--- config.mk ---
export PLATFORM = sky130hd
export DESIGN_NAME = gpio_mask_bank
export DESIGN_NICKNAME = d
export VERILOG_FILES = /design/src/rtl/gpio_mb_pkg.sv /design/src/rtl/gpio_mb_decode.sv /design/src/rtl/gpio_mb_sync.sv /design/src/rtl/gpio_mb_port.sv /design/src/rtl/gpio_mask_bank.sv
export SDC_FILE = /design/constraint.sdc
export NUM_CORES = 1
export LEC_CHECK = 0
export BUFFER_PORTS_ARGS = -buffer_cell sky130_fd_sc_hd__buf_4
export CORE_UTILIZATION = 47
export DETAILED_ROUTE_END_ITERATION = 7
export HOLD_SLACK_MARGIN = 0.15
export PLACE_DENSITY = 0.78
export SYNTH_ARGS = -nofsm -noshare
export SYNTH_HDL_FRONTEND = slang
export SYNTH_HIERARCHICAL = 1
export SYNTH_SLANG_ARGS = --single-unit
export TNS_END_PERCENT = 1
--- constraint.sdc ---
create_clock -name clk -period 2.6 [get_ports clk]
set_input_delay 0.39 -clock clk [delete_from_list [all_inputs] [get_ports clk]]
set_output_delay 0.39 -clock clk [all_outputs]
set_load 0.1 [all_outputs]
--- src/rtl/gpio_mb_pkg.sv ---
`timescale 1ns/1ps
package gpio_mb_pkg;
  // address field layout (behaviour depends on these positions)
  localparam int unsigned ADDR_W         = 12;
  localparam int unsigned ALIAS_BIT      = 11;
  localparam int unsigned BANK_LSB       = 7;
  localparam int unsigned BANK_W         = 4;
  localparam int unsigned KIND_LSB       = 4;
  localparam int unsigned KIND_W         = 3;
  localparam int unsigned PORT_LSB       = 2;
  localparam int unsigned PSEL_W         = 2;
  localparam int unsigned PORTS_PER_BANK = 4;

  typedef enum logic [1:0] {
    RK_MODE = 2'd0,
    RK_OE   = 2'd1,
    RK_OUT  = 2'd2,
    RK_IN   = 2'd3
  } reg_kind_e;

  typedef struct packed {
    logic                     hit;
    logic                     is_mask;
    reg_kind_e                kind;
    logic [BANK_W+PSEL_W-1:0] port_flat;
  } req_dec_t;
endpackage

--- src/rtl/gpio_mb_decode.sv ---
`timescale 1ns/1ps
module gpio_mb_decode
  import gpio_mb_pkg::*;
#(
  parameter int unsigned NUM_BANKS = 2
) (
  input  logic [ADDR_W-1:0] addr,
  output req_dec_t          dec
);
  logic [BANK_W-1:0] bank;
  logic [KIND_W-1:0] kind_raw;
  logic              unused_lsb;

  assign unused_lsb = ^addr[PORT_LSB-1:0];

  always_comb begin
    bank          = addr[BANK_LSB +: BANK_W];
    kind_raw      = addr[KIND_LSB +: KIND_W];
    dec.hit       = (32'(bank) < NUM_BANKS) && !kind_raw[KIND_W-1];
    dec.is_mask   = addr[ALIAS_BIT];
    dec.kind      = reg_kind_e'(kind_raw[1:0]);
    dec.port_flat = {bank, addr[PORT_LSB +: PSEL_W]};
  end
endmodule

--- src/rtl/gpio_mb_sync.sv ---
`timescale 1ns/1ps
module gpio_mb_sync #(
  parameter int unsigned WIDTH  = 64,
  parameter int unsigned STAGES = 2
) (
  input  logic             clk,
  input  logic             rst,
  input  logic [WIDTH-1:0] din,
  output logic [WIDTH-1:0] dout
);
  logic [WIDTH-1:0] stage_q [STAGES];

  generate
    for (genvar s = 0; s < STAGES; s++) begin : g_stage
      always_ff @(posedge clk) begin
        if (rst) stage_q[s] <= '0;
        else if (s == 0) stage_q[s] <= din;
        else stage_q[s] <= stage_q[(s == 0) ? 0 : s-1];
      end
    end
  endgenerate

  assign dout = stage_q[STAGES-1];
endmodule

--- src/rtl/gpio_mb_port.sv ---
`timescale 1ns/1ps
module gpio_mb_port
  import gpio_mb_pkg::*;
#(
  parameter int unsigned PINS = 8
) (
  input  logic              clk,
  input  logic              rst,
  input  logic              wr_en,
  input  logic              is_mask,
  input  reg_kind_e         kind,
  input  logic [2*PINS-1:0] wdata,
  input  logic [PINS-1:0]   alt_out,
  output logic [PINS-1:0]   mode_q,
  output logic [PINS-1:0]   oe_q,
  output logic [PINS-1:0]   out_q,
  output logic [PINS-1:0]   pad_out,
  output logic [PINS-1:0]   pad_oe
);
  logic [PINS-1:0] wval;
  logic [PINS-1:0] wsel;

  // a plain write selects every pin; the masked alias uses the upper byte
  assign wval = wdata[PINS-1:0];
  assign wsel = is_mask ? wdata[2*PINS-1:PINS] : '1;

  always_ff @(posedge clk) begin
    if (rst) begin
      mode_q <= '0;
      oe_q   <= '0;
      out_q  <= '0;
    end else if (wr_en) begin
      unique case (kind)
        RK_MODE: mode_q <= (mode_q & ~wsel) | (wval & wsel);
        RK_OE:   oe_q   <= (oe_q   & ~wsel) | (wval & wsel);
        RK_OUT:  out_q  <= (out_q  & ~wsel) | (wval & wsel);
        RK_IN:   ;
        default: ;
      endcase
    end
  end

  generate
    for (genvar b = 0; b < PINS; b++) begin : g_pin
      assign pad_oe[b]  = mode_q[b] & oe_q[b];
      assign pad_out[b] = pad_oe[b] ? out_q[b] : alt_out[b];
    end
  endgenerate
endmodule

--- src/rtl/gpio_mask_bank.sv ---
`timescale 1ns/1ps
module gpio_mask_bank
  import gpio_mb_pkg::*;
#(
  parameter int unsigned NUM_BANKS = 2,
  parameter int unsigned PORT_PINS = 8,
  parameter int unsigned DATA_W    = 32,
  localparam int unsigned NPORTS   = NUM_BANKS * PORTS_PER_BANK,
  localparam int unsigned NPINS    = NPORTS * PORT_PINS
) (
  input  logic              clk,
  input  logic              rst,
  input  logic              req_valid,
  input  logic              req_write,
  input  logic [ADDR_W-1:0] req_addr,
  input  logic [DATA_W-1:0] req_wdata,
  output logic              rd_valid,
  output logic [DATA_W-1:0] rd_data,
  input  logic [NPINS-1:0]  pad_in,
  input  logic [NPINS-1:0]  alt_out,
  output logic [NPINS-1:0]  pad_out,
  output logic [NPINS-1:0]  pad_oe,
  output logic [NPINS-1:0]  pad_mode
);
  localparam int unsigned PIDX_W = (NPORTS > 1) ? $clog2(NPORTS) : 1;

  req_dec_t             dec;
  logic [PIDX_W-1:0]    sel_idx;
  logic                 wr_go;
  logic                 rd_go;
  logic [PORT_PINS-1:0] mode_all [NPORTS];
  logic [PORT_PINS-1:0] oe_all   [NPORTS];
  logic [PORT_PINS-1:0] out_all  [NPORTS];
  logic [PORT_PINS-1:0] in_all   [NPORTS];
  logic [NPINS-1:0]     in_sync;
  logic [PORT_PINS-1:0] rd_byte;
  logic                 unused_hi;

  assign unused_hi = ^{req_wdata[DATA_W-1:2*PORT_PINS], dec.port_flat};

  gpio_mb_decode #(.NUM_BANKS(NUM_BANKS)) dec_i (
    .addr (req_addr),
    .dec  (dec)
  );

  assign sel_idx = dec.port_flat[PIDX_W-1:0];
  assign wr_go   = req_valid &  req_write & dec.hit;
  assign rd_go   = req_valid & ~req_write;

  gpio_mb_sync #(.WIDTH(NPINS), .STAGES(2)) sync_i (
    .clk  (clk),
    .rst  (rst),
    .din  (pad_in),
    .dout (in_sync)
  );

  generate
    for (genvar p = 0; p < NPORTS; p++) begin : g_port
      logic port_wr;
      assign port_wr   = wr_go && (sel_idx == PIDX_W'(p));
      assign in_all[p] = in_sync[p*PORT_PINS +: PORT_PINS];
      assign pad_mode[p*PORT_PINS +: PORT_PINS] = mode_all[p];

      gpio_mb_port #(.PINS(PORT_PINS)) port_i (
        .clk     (clk),
        .rst     (rst),
        .wr_en   (port_wr),
        .is_mask (dec.is_mask),
        .kind    (dec.kind),
        .wdata   (req_wdata[2*PORT_PINS-1:0]),
        .alt_out (alt_out[p*PORT_PINS +: PORT_PINS]),
        .mode_q  (mode_all[p]),
        .oe_q    (oe_all[p]),
        .out_q   (out_all[p]),
        .pad_out (pad_out[p*PORT_PINS +: PORT_PINS]),
        .pad_oe  (pad_oe[p*PORT_PINS +: PORT_PINS])
      );
    end
  endgenerate

  always_comb begin
    rd_byte = '0;
    if (dec.hit && !dec.is_mask) begin
      unique case (dec.kind)
        RK_MODE: rd_byte = mode_all[sel_idx];
        RK_OE:   rd_byte = oe_all[sel_idx];
        RK_OUT:  rd_byte = out_all[sel_idx];
        RK_IN:   rd_byte = in_all[sel_idx];
        default: rd_byte = '0;
      endcase
    end
  end

  always_ff @(posedge clk) begin
    if (rst) begin
      rd_valid <= 1'b0;
      rd_data  <= '0;
    end else begin
      rd_valid <= rd_go;
      rd_data  <= rd_go ? DATA_W'(rd_byte) : '0;
    end
  end
endmodule

Word level (Yosys, flattened, before mapping)
Memories as Yosys holds them, arrays and structs flattened. Index checks and enable logic that the tools add are counted. Widths: inputs -> output; s select.

Register bits after elaboration: 225. Memory bits (writable): 128. Input port bits: 176. Output and inout port bits: 225. Word-level logic and storage cells: 285. Memories kept: 1.

$lt $le $gt $ge: 2. Equality and inequality tests: 10. Mux-type cells: 83. Bitwise operators: 123. Reductions and logical operators: 39.

Memories: sync_i.stage_q (words 2, bits a word 64, rd ports 2, clocked after Yosys merged registers in 0, write ports 2, line gpio_mb_sync.sv:11) `logic [WIDTH-1:0] stage_q [STAGES];`.

Operators by type and width (count): $and 8x8->8 (25); $or 8x8->8 (24); $mux 64 (2); $bmux 8 s3 (4); $mux 8 (9); $and 1x1->1 (67); $mux 1 (67); $reduce_and 2->1 (24); $pmux 8 s4 (1); $eq 3x3->1 const B (4); $logic_and 1x1->1 (10); $not 8->8 (1); $eq 3x2->1 const B (2); $eq 2x2->1 const B (2); $ge 4x4->1 const B (1); $lt 4x2->1 const B (1); $not 3->4 (1); $eq 3x1->1 const B (1); $logic_not 3->1 (1); $not 1->1 (3); $reduce_or 3->1 (1); $eq 2x1->1 const B (1); $logic_not 1->1 (2); $logic_not 2->1 (1); $or 1x1->1 (2).

Depth between registers and ports, before layout
Word-level depth: 5. Mapped depth: 10. Gate-level depth less buffers: 6.

Modules after synthesis
Netlist, hierarchy kept.

Modules (own cells, without submodules): gpio_mb_port (instances 8, cells an instance 136, area each 1263.7 um^2, seq. area each 480.5 um^2); gpio_mb_sync (instances 1, cells an instance 270, area each 3464.6 um^2, seq. area each 2562.5 um^2); gpio_mask_bank (instances 1, cells an instance 307, area each 2786.4 um^2, seq. area each 180.2 um^2); gpio_mb_decode (instances 1, cells an instance 10, area each 80.1 um^2, seq. area each 0.0 um^2).

Worst setup path before layout
OpenSTA, ideal clock, no wires.

Path type: flip-flop to output port. From: reg (tool-made name). To: out pad_out[50]. Arrival time: 2.516 ns. Slack: -0.306 ns. Stages on the path, launching flop included: 3. Buffers on the path: 0. Cell sequence: dfxtp_1 -> and2_1 -> mux2_2.

RTL lines: end, declared (line gpio_mask_bank.sv:21) `output logic [NPINS-1:0] pad_out,`.

==> flow_metrics.py <==
metrics = {
    "cts": {
        "clock_latency_ns": 0.52,
        "cts.clk_slew.worst_paths_ns": 0.06,
        "ctsHoldBuffers": 62,
        "cts_root_buffer": "clkbuf_16",
        "cts_sinks": 329,
        "cts.path.max_buffers": 3,
        "numCtsBuffers": 36,
        "cts_tree": "built",
        "ctsResizeCount": 0,
        "cts_max_level": 2,
        "post_cts_buffers": 0,
    },
    "route": {
        "drt-initial-drc-count": 1010,
        "drc_errors": 0,
        "avgRoutedWirePerCell_um": 19.9,
        "firstDrtPassIters": 6,
        "drtAntennaViolNets": 0,
        "vias": 13500,
        "avgViaCountPerCell": 5.32,
        "wl_um": 50600,
    },
    "floorplanning": {
        "io_pins": 401,
        "rows": 68,
        "die_h_um": 189,
        "fp.coreArea_um2": 34500,
        "dieArea_um2": 35700,
        "start_util_pct": 47.6,
        "die_x_um": 189,
    },
    "global_route": {
        "grt_pass1_wl_um": 75800,
        "antenna_found_initial": 2,
        "grtUsageTotal_pct": 27.6,
        "grt_pass1_vias": 13600,
        "overflow": 0,
        "grt_start_max_net_pins": 287,
    },
    "layout": {
        "fin_nets": 2240,
        "n_antenna_cell": 0,
        "drive_gt1_share_pct": 27.1,
        "final-instance-count-excl-fill": 2543,
        "final_common_cell": "buf_4",
        "layout_common_cells": "378 x buf_4, 333 x nand2b_1, 329 x dfxtp_1, 221 x nand2_1, 215 x mux2i_1",
        "area_growth_pct": 29.0,
    },
    "critical_path": {
        "cp-end-kind": "output port",
        "crit_slowest_cell": "dfxtp_1",
        "start_kind": "flip-flop",
        "crit_family": "flip-flops",
        "worstPathRequired_ns": 2.21,
        "cp_max_fo": 4,
        "r2r_slack_ns": 1.06,
        "path_cells": "and2_1 > mux2_2 > buf_4",
        "worstPathArrival_ns": 1.92,
        "max_stage_delay_ns": 0.48,
        "critical_path_class": "flip-flop to output port",
        "cp_num_buf_inv": 1,
    },
    "synthesis": {
        "syn_avg_cell_area_um2": 9.82,
        "syn_inst": 1672,
        "yosysWarnings": 6,
        "synth.cell_area_um2": 16400,
    },
    "power": {
        "power_density_nw_per_um2": 573,
        "p_total_mw": 12.1,
        "p_leak_nw": 9.75,
        "ir_drop_mv": 0.484,
    },
    "sta": {
        "relSlewSlack_pct": 37.9,
        "timing.final.crit_period_ns": 2.31,
        "fin_crit_sh_pct": 88.9,
        "finClkSkew_ns": 0.0186,
        "setup_tns_ns": 0,
        "fmax_ghz": 0.433,
        "slew_violations": 0,
        "rsz0062_at_grt": "no",
        "hold_violations": 0,
        "tightest_slew_ns": 0.931,
        "final-setup-viol-count": 0,
    },
    "placed_design": {
        "numPlacedInstances": 2419,
        "gp_congestion": 0.885,
        "port_buffers": 358,
        "hpwl_um": 36700,
    },
    "hold_path": {
        "hp-class": "input port to flip-flop",
    },
    "run": {
        "drv_cap": 0,
    },
    "outcome": {
        "outcome": "finished, final reports clean",
    },
}
-- area by class of cell --
type                       count  area, µm²
clock buffer                  53       1060
tap                          455        569
sequential                   329       6590
multi-input combinational   1249       9210
fill                        2783      13300
inverter                       2       7.51
timing repair buffer         446       3570
clock inverter                 9        175
-- power breakdown --
| part | switching, mW | leakage [nW] | internal, mW | total [mW] |
|---|---|---|---|---|
| logic | 1.05 | 6.47 | 0.570 | 1.62 |
| clock network | 2.05 | 0.596 | 3.30 | 5.35 |
| registers | 0.0220 | 2.68 | 5.13 | 5.16 |
-- through the flow --
| step | setup slack, ns | hold slack, ns | utilization (%) | cell area [µm²] |
|---|---|---|---|---|
| detailed placement | 0.101 | 0.423 | 56.1 | 19300 |
| CTS | 0.281 | 0.151 | 61.4 | 21200 |
| global route | 0.250 | 0.156 | 61.4 | 21200 |
| global placement | 0.164 | 0.419 | 56.1 | 19300 |
| floorplan | -0.302 | 0.414 | - | 16500 |
| finish | 0.289 | 0.169 | 61.4 | 21200 |
-- final timing paths --
path                                         start  cells past startpoint                          endpoint
hold reg to reg   sync_i/stage_q[0][62]$_SDFF_PP0_                      1  sync_i/stage_q[1][62]$_SDFF_PP0_
hold / removal                          pad_in[39]                      2  sync_i/stage_q[0][39]$_SDFF_PP0_
setup / recovery                         flip-flop                      3                       pad_out[62]
setup reg to reg                         flip-flop                      4             rd_data[2]$_SDFF_PP0_
-- routing by layer --
metal / GRT usage [%] / vias up / wire, µm / share of wire, %
li1: - / 6394 / - / -
met1: 32.8 / 6423 / 20000 / 40
met2: 48.5 / 573 / 24900 / 49
met3: 5.47 / 128 / 3600 / 7.1
met4: 11.4 / 4 / 2080 / 4.1
met5: 0 / - / 22 / 0.043
(Power assumes the default switching activity.)
